--- config.mk ---
export PLATFORM = sky130hd
export DESIGN_NAME = nsm_spare_mapper
export DESIGN_NICKNAME = d
export VERILOG_FILES = /design/src/rtl/nsm_pkg.sv /design/src/rtl/nsm_addr_calc.sv /design/src/rtl/nsm_seq.sv /design/src/rtl/nsm_spare_mapper.sv
export SDC_FILE = /design/constraint.sdc
export NUM_CORES = 1
export LEC_CHECK = 0
export ABC_AREA = 1
export ABC_CLOCK_PERIOD_IN_PS = 45800
export BUFFER_PORTS_ARGS = -buffer_cell sky130_fd_sc_hd__buf_2
export CELL_PAD_IN_SITES_DETAIL_PLACEMENT = 1
export CELL_PAD_IN_SITES_GLOBAL_PLACEMENT = 2
export CORE_MARGIN = 10
export CORE_UTILIZATION = 35
export CTS_BUF_LIST = sky130_fd_sc_hd__clkbuf_2 sky130_fd_sc_hd__clkbuf_4 sky130_fd_sc_hd__clkbuf_8
export CTS_CLUSTER_SIZE = 10
export DETAILED_ROUTE_END_ITERATION = 8
export PLACE_DENSITY = 0.86
export SLEW_MARGIN = 15
export SYNTH_ARGS = -nofsm -noshare
export SYNTH_HDL_FRONTEND = slang
export SYNTH_HIERARCHICAL = 1
export SYNTH_SLANG_ARGS = --single-unit
--- constraint.sdc ---
create_clock -name clk -period 45.8 [get_ports clk]
set_input_delay 4.58 -clock clk [delete_from_list [all_inputs] [get_ports clk]]
set_output_delay 4.58 -clock clk [all_outputs]
set_load 0.01 [all_outputs]
--- src/rtl/nsm_pkg.sv ---
package nsm_pkg;

    localparam int COL_W        = 13;
    localparam int CHUNK_BYTES  = 512;
    localparam int SPARE_BUFS   = 8;
    localparam int SPARE_STRIDE = 64;
    localparam int SPARE_BASE   = 4096;

    typedef logic [COL_W-1:0] col_t;

    typedef enum logic [1:0] {
        GEOM_512_16  = 2'd0,
        GEOM_2K_64   = 2'd1,
        GEOM_4K_128  = 2'd2,
        GEOM_4K_218  = 2'd3
    } geom_e;

    typedef enum logic {
        SEQ_IDLE = 1'b0,
        SEQ_RUN  = 1'b1
    } seq_e;

    typedef struct packed {
        col_t addr;
        col_t len;
    } burst_t;

    function automatic col_t page_bytes(geom_e g);
        case (g)
            GEOM_512_16: return col_t'(512);
            GEOM_2K_64:  return col_t'(2048);
            default:     return col_t'(4096);
        endcase
    endfunction

    function automatic col_t spare_bytes(geom_e g);
        case (g)
            GEOM_512_16: return col_t'(16);
            GEOM_2K_64:  return col_t'(64);
            GEOM_4K_128: return col_t'(128);
            default:     return col_t'(218);
        endcase
    endfunction

    // usable bytes per spare buffer: even share of the spare area per chunk
    function automatic col_t bytes_per_buf(geom_e g);
        col_t chunks;
        col_t share;
        chunks = page_bytes(g) / col_t'(CHUNK_BYTES);
        share  = spare_bytes(g) / chunks;
        return share & ~col_t'(1);
    endfunction

    function automatic col_t min_col(col_t a, col_t b);
        return (a < b) ? a : b;
    endfunction

endpackage

--- src/rtl/nsm_addr_calc.sv ---
module nsm_addr_calc
    import nsm_pkg::*;
#(
    parameter int NUM_SPARE = SPARE_BUFS,
    parameter int STRIDE    = SPARE_STRIDE,
    parameter int BASE      = SPARE_BASE
) (
    input  geom_e  geom,
    input  logic   spare_only,
    input  col_t   col,
    input  col_t   rem,
    output burst_t burst
);
    localparam int   IDX_W    = $clog2(NUM_SPARE);
    localparam col_t LAST_IDX = col_t'(NUM_SPARE - 1);

    col_t page;
    col_t per_buf;
    col_t soff;
    col_t idx_raw;
    col_t idx;
    col_t in_off;
    col_t room;
    logic in_spare;

    always_comb begin
        page     = page_bytes(geom);
        per_buf  = bytes_per_buf(geom);
        in_spare = spare_only || (col >= page);
        soff     = (col >= page) ? (col - page) : col;
        idx_raw  = soff / per_buf;
        idx      = (idx_raw > LAST_IDX) ? LAST_IDX : idx_raw;
        in_off   = soff - idx * per_buf;
        // past the nominal share of the last buffer, the buffer takes the rest
        room     = (in_off < per_buf) ? (per_buf - in_off) : rem;
        if (in_spare) begin
            burst.len  = min_col(rem, room);
            burst.addr = col_t'(BASE) + idx * col_t'(STRIDE) + in_off;
        end else begin
            burst.len  = min_col(rem, page - col);
            burst.addr = col;
        end
    end

    logic unused_idx;
    assign unused_idx = ^idx[COL_W-1:IDX_W];

endmodule

--- src/rtl/nsm_seq.sv ---
module nsm_seq
    import nsm_pkg::*;
(
    input  logic clk,
    input  logic rst,
    input  logic req_valid,
    input  col_t req_col,
    input  col_t req_len,
    input  logic req_write,
    input  logic req_spare_only,
    input  logic burst_ready,
    input  col_t step_len,
    output logic req_ready,
    output logic burst_valid,
    output col_t col,
    output col_t rem,
    output logic write_q,
    output logic spare_only_q,
    output logic done
);
    seq_e state;

    always_ff @(posedge clk) begin
        if (rst) begin
            state        <= SEQ_IDLE;
            col          <= '0;
            rem          <= '0;
            write_q      <= 1'b0;
            spare_only_q <= 1'b0;
            done         <= 1'b0;
        end else begin
            done <= 1'b0;
            case (state)
                SEQ_IDLE: begin
                    if (req_valid) begin
                        col          <= req_col;
                        rem          <= req_len;
                        write_q      <= req_write;
                        spare_only_q <= req_spare_only;
                        if (req_len == '0) begin
                            done <= 1'b1;
                        end else begin
                            state <= SEQ_RUN;
                        end
                    end
                end
                default: begin
                    if (burst_ready) begin
                        col <= col + step_len;
                        rem <= rem - step_len;
                        if (step_len == rem) begin
                            state <= SEQ_IDLE;
                            done  <= 1'b1;
                        end
                    end
                end
            endcase
        end
    end

    assign req_ready   = (state == SEQ_IDLE);
    assign burst_valid = (state == SEQ_RUN);

endmodule

--- src/rtl/nsm_spare_mapper.sv ---
module nsm_spare_mapper
    import nsm_pkg::*;
#(
    parameter int NUM_SPARE = SPARE_BUFS,
    parameter int STRIDE    = SPARE_STRIDE,
    parameter int BASE      = SPARE_BASE
) (
    input  logic             clk,
    input  logic             rst,
    input  logic [1:0]       geom,
    input  logic             req_valid,
    output logic             req_ready,
    input  logic [COL_W-1:0] req_col,
    input  logic [COL_W-1:0] req_len,
    input  logic             req_write,
    input  logic             req_spare_only,
    output logic             burst_valid,
    input  logic             burst_ready,
    output logic [COL_W-1:0] burst_addr,
    output logic [COL_W-1:0] burst_len,
    output logic             burst_write,
    output logic             done,
    output logic [COL_W-1:0] cur_col
);
    col_t   col;
    col_t   rem;
    logic   spare_only_q;
    burst_t burst;

    nsm_seq i_seq (
        .clk            (clk),
        .rst            (rst),
        .req_valid      (req_valid),
        .req_col        (req_col),
        .req_len        (req_len),
        .req_write      (req_write),
        .req_spare_only (req_spare_only),
        .burst_ready    (burst_ready),
        .step_len       (burst.len),
        .req_ready      (req_ready),
        .burst_valid    (burst_valid),
        .col            (col),
        .rem            (rem),
        .write_q        (burst_write),
        .spare_only_q   (spare_only_q),
        .done           (done)
    );

    nsm_addr_calc #(
        .NUM_SPARE (NUM_SPARE),
        .STRIDE    (STRIDE),
        .BASE      (BASE)
    ) i_calc (
        .geom       (geom_e'(geom)),
        .spare_only (spare_only_q),
        .col        (col),
        .rem        (rem),
        .burst      (burst)
    );

    assign burst_addr = burst.addr;
    assign burst_len  = burst.len;
    assign cur_col    = col;

endmodule

==> key figures <==
CTS
  – CTS Root Cell: clkbuf_8
  – CTS Sinks: 30
  – Clock tree buffer depth: 2
  – CTS Buf Count: 5
  – Post-CTS Hold Buffers: 0
  – Clk_lat worst skew: between 300 and 400 ps
  – Clock slew at reported path FFs: ~70 ps
  – TritonCTS clock tree: yes
  – H-tree lvl count: 2
  – Postcts setup bufs: 0
  – PostCTS Resize Cnt: 0

Logic synthesis
  – Synth top area share: roughly 22%
  – Number of synthesized flops with an enable pin: 0
  – Cell area after synthesis: ~0.012 mm2
  – Cells after synthesis: about 1.9k
  – Syn. warnings: 6
  – Cell variety after synth: 56
  – Top post-synthesis cells by area: ha_1 22%, nand2_1 14%, inv_1 9.8%
  – Post-synthesis sequential area ratio: slightly above 5%
  – FF+latch count, synth: 30
  – Cell accounting for the most synthesized area: ha_1
  – Main flop type after synthesis: dfxtp_1
  – Asr flop ratio synth: 0%
  – Avg Cell Area, Syn: 6.29 um2

Timing
  – Sum Neg Setup Slack: 0 ps
  – Max Slew Vio Count: 0
  – Slew Limit Headroom: between 20% and 30%
  – Final Hold Vio Count: 0
  – Final worst slack: about 4300 ps
  – Minimum clock period: about 41000 ps
  – Clock skew after layout: slightly below 20 ps
  – Final period util: between 90% and 100%
  – Fmax: roughly 24 MHz
  – Worst Tran Pin Value: ~1100 ps
  – RSZ-0062 raised after global routing: false
  – Endpoints failing setup: 0

Global routing
  – Vias in the first global route: between 10k and 15k
  – First-pass GRT wire length: 68.6 mm
  – Gr usage total: ~21%
  – Initial antenna violation count: 0
  – Remaining global-route overflow: 0
  – Largest net degree at the start of global routing: 34

Placed design
  – Pre-CTS setup slack: between 4000 and 5000 ps
  – Placed Instance Area: around 0.013 mm2
  – I/O Buffers: 76
  – Hpwl dp: 36.2 mm
  – Gpl congestion: a little over 0.9

Routing
  – Via count: between 10k and 15k
  – Post-route DRC violation count: 0
  – 1st-iter DRT viols: approximately 620
  – DRT Wirelength: approximately 43 mm
  – Routed Antenna Nets: 0
  – Routed len/inst: roughly 18 um
  – Drt via density: between 5 and 6
  – Drt first pass iters: 5

Setup path
  – Crit path max-delay family: simple AND/OR/NAND/NOR gates
  – CP endpoint kind: output port
  – Register-to-register setup slack: approximately 15000 ps
  – Crit path launch type: input pin
  – CP Buf/Inv Count: 37
  – Worst path slowest cell: nor2_1
  – Critical path required time: 41220 ps
  – CP Max Fanout: 19
  – Critical Path AT: around 37000 ps
  – Reg-to-Reg Start: i_seq/col[0]
  – Worst Reg-to-Reg Cells: 185
  – Most common cell on crit path: nand2_1
  – Crit-path max cell delay: about 800 ps
  – CP Class: input pin to output port
  – R2r endpoint: i_seq/rem[6]

Floorplan
  – IO Pins: 77
  – Die Footprint: between 0.04 and 0.05 mm2
  – Die X: 203 um
  – Core Footprint: between 0.03 and 0.04 mm2
  – FP Rows: 66
  – Initial Util: a little over a third
  – Chip Height: 203 um

Final layout
  – Final instance area: between 0.01 and 0.015 mm2
  – Layout cell share with drive strength beyond 1: a little under a tenth
  – Area Growth Syn to Fin: 9.28%
  – Antenna Cells: 0
  – Final nets: roughly 2.2k

Outcome
  – Status: finished clean

Worst hold path
  – Hold Path Depth: 2
  – Hold path endpoint: i_seq/write_q
  – Hold Crit Start: i_seq/write_q
  – Worst hold path type: register to register

Flow run
  – Max_cap viols: 0
-- per-layer routing --
metal  GRT usage [%]  wire length [um]
met2            35.3             19900
met3            2.61              1900
met1            27.3             20400
met4            2.56               414
met5               0                 0
-- worst max-delay path by stage --
stage	startpoint	end	slack [ps]	cells past startpoint
4_1_cts	geom[1]	burst_len[1]	4340	192
3_3_place_gp	geom[1]	burst_len[1]	5630	192
5_1_grt	geom[1]	burst_len[1]	750	195
3_5_place_dp	geom[1]	burst_len[1]	4420	192
2_1_floorplan	geom[1]	burst_len[1]	8570	193
6_report	geom[1]	burst_len[1]	4310	192
-- synthesized netlist by cell type, drive strengths merged, types with 25 or more instances --
library cell	instances
nand2	455
inv	321
ha	206
nor2	145
nand3	131
a21oi	125
o21ai	113
xor2	58
fa	44
dfxtp	30
nand4	28
xnor2	27
buf	25
-- kinds of logic (layout without fill, tap and decap cells) --
logic type,count (synthesis),in the layout,synth area share (%)
compound gates,309,309,15.0
xor+xnor,85,85,6.36
fa+ha+maj,250,250,29.5
buf+inv,363,422,12.5
flops,30,30,5.13
other cells,2,45,0.0642
simple gates,821,821,31.4
-- placed cells by master, fill, tap and decap left out, types with 2 or more instances in the layout --
master    instances
nor4_1            4
a31oi_1           6
clkbuf_8          6
a21oi_1         119
nor3_1           17
a21oi_2           4
xnor2_1          27
xor2_1           58
nand2_2          14
nor2_8            2
o211ai_1          9
buf_4            17
nand3_1         118
dfxtp_1          30
inv_4             5
o21ai_0          86
o21bai_1         13
o31ai_1           6
o22ai_1           8
or2_2            17
inv_1           306
nand2_4           4
a211oi_1          5
nand2_1         437
or3_1             2
o21ai_1          26
and2_1            5
nor2_2            6
ha_1            206
nand4_1          27
fa_1             44
o221ai_1          3
nand3_2          12
buf_2            76
conb_1           45
nand3b_1         12
inv_2            10
a21oi_4           2
nor2_1          137
a21o_1           14
-- area by class of cell --
cell class / instances / area (um2)
inverters: 321 / 1220
fillers: 4477 / 20000
repair buffers: 93 / 508
well taps: 442 / 553
multi-input cells: 1510 / 9820
clock buffers: 6 / 82.6
clock inverters: 2 / 12.5
flip-flops and latches: 30 / 601
-- through the flow --
step	hold slack [ps]	cells	util, %
finish	490	2404	39.0
global route	516	2404	39.0
CTS	493	2404	39.0
detailed placement	473	2396	38.7
global placement	472	2396	38.7
floorplan	478	1903	-
-- flip-flops by register name, indices dropped and copies added, names as in the netlist --
name,flops
i_seq/col,13
i_seq/rem,13
i_seq/burst_valid,1
i_seq/done,1
i_seq/spare_only_q,1
i_seq/write_q,1
-- worst min-delay path, delay by kind of cell (launching register included) --
kind,cells,cell delay [ps]
DFF,1,330
and+or+nand+nor,2,130
Power is left out: the tool's default activity adds up to more than one toggle a clock period on the data nets, which glitch-free logic cannot reach.
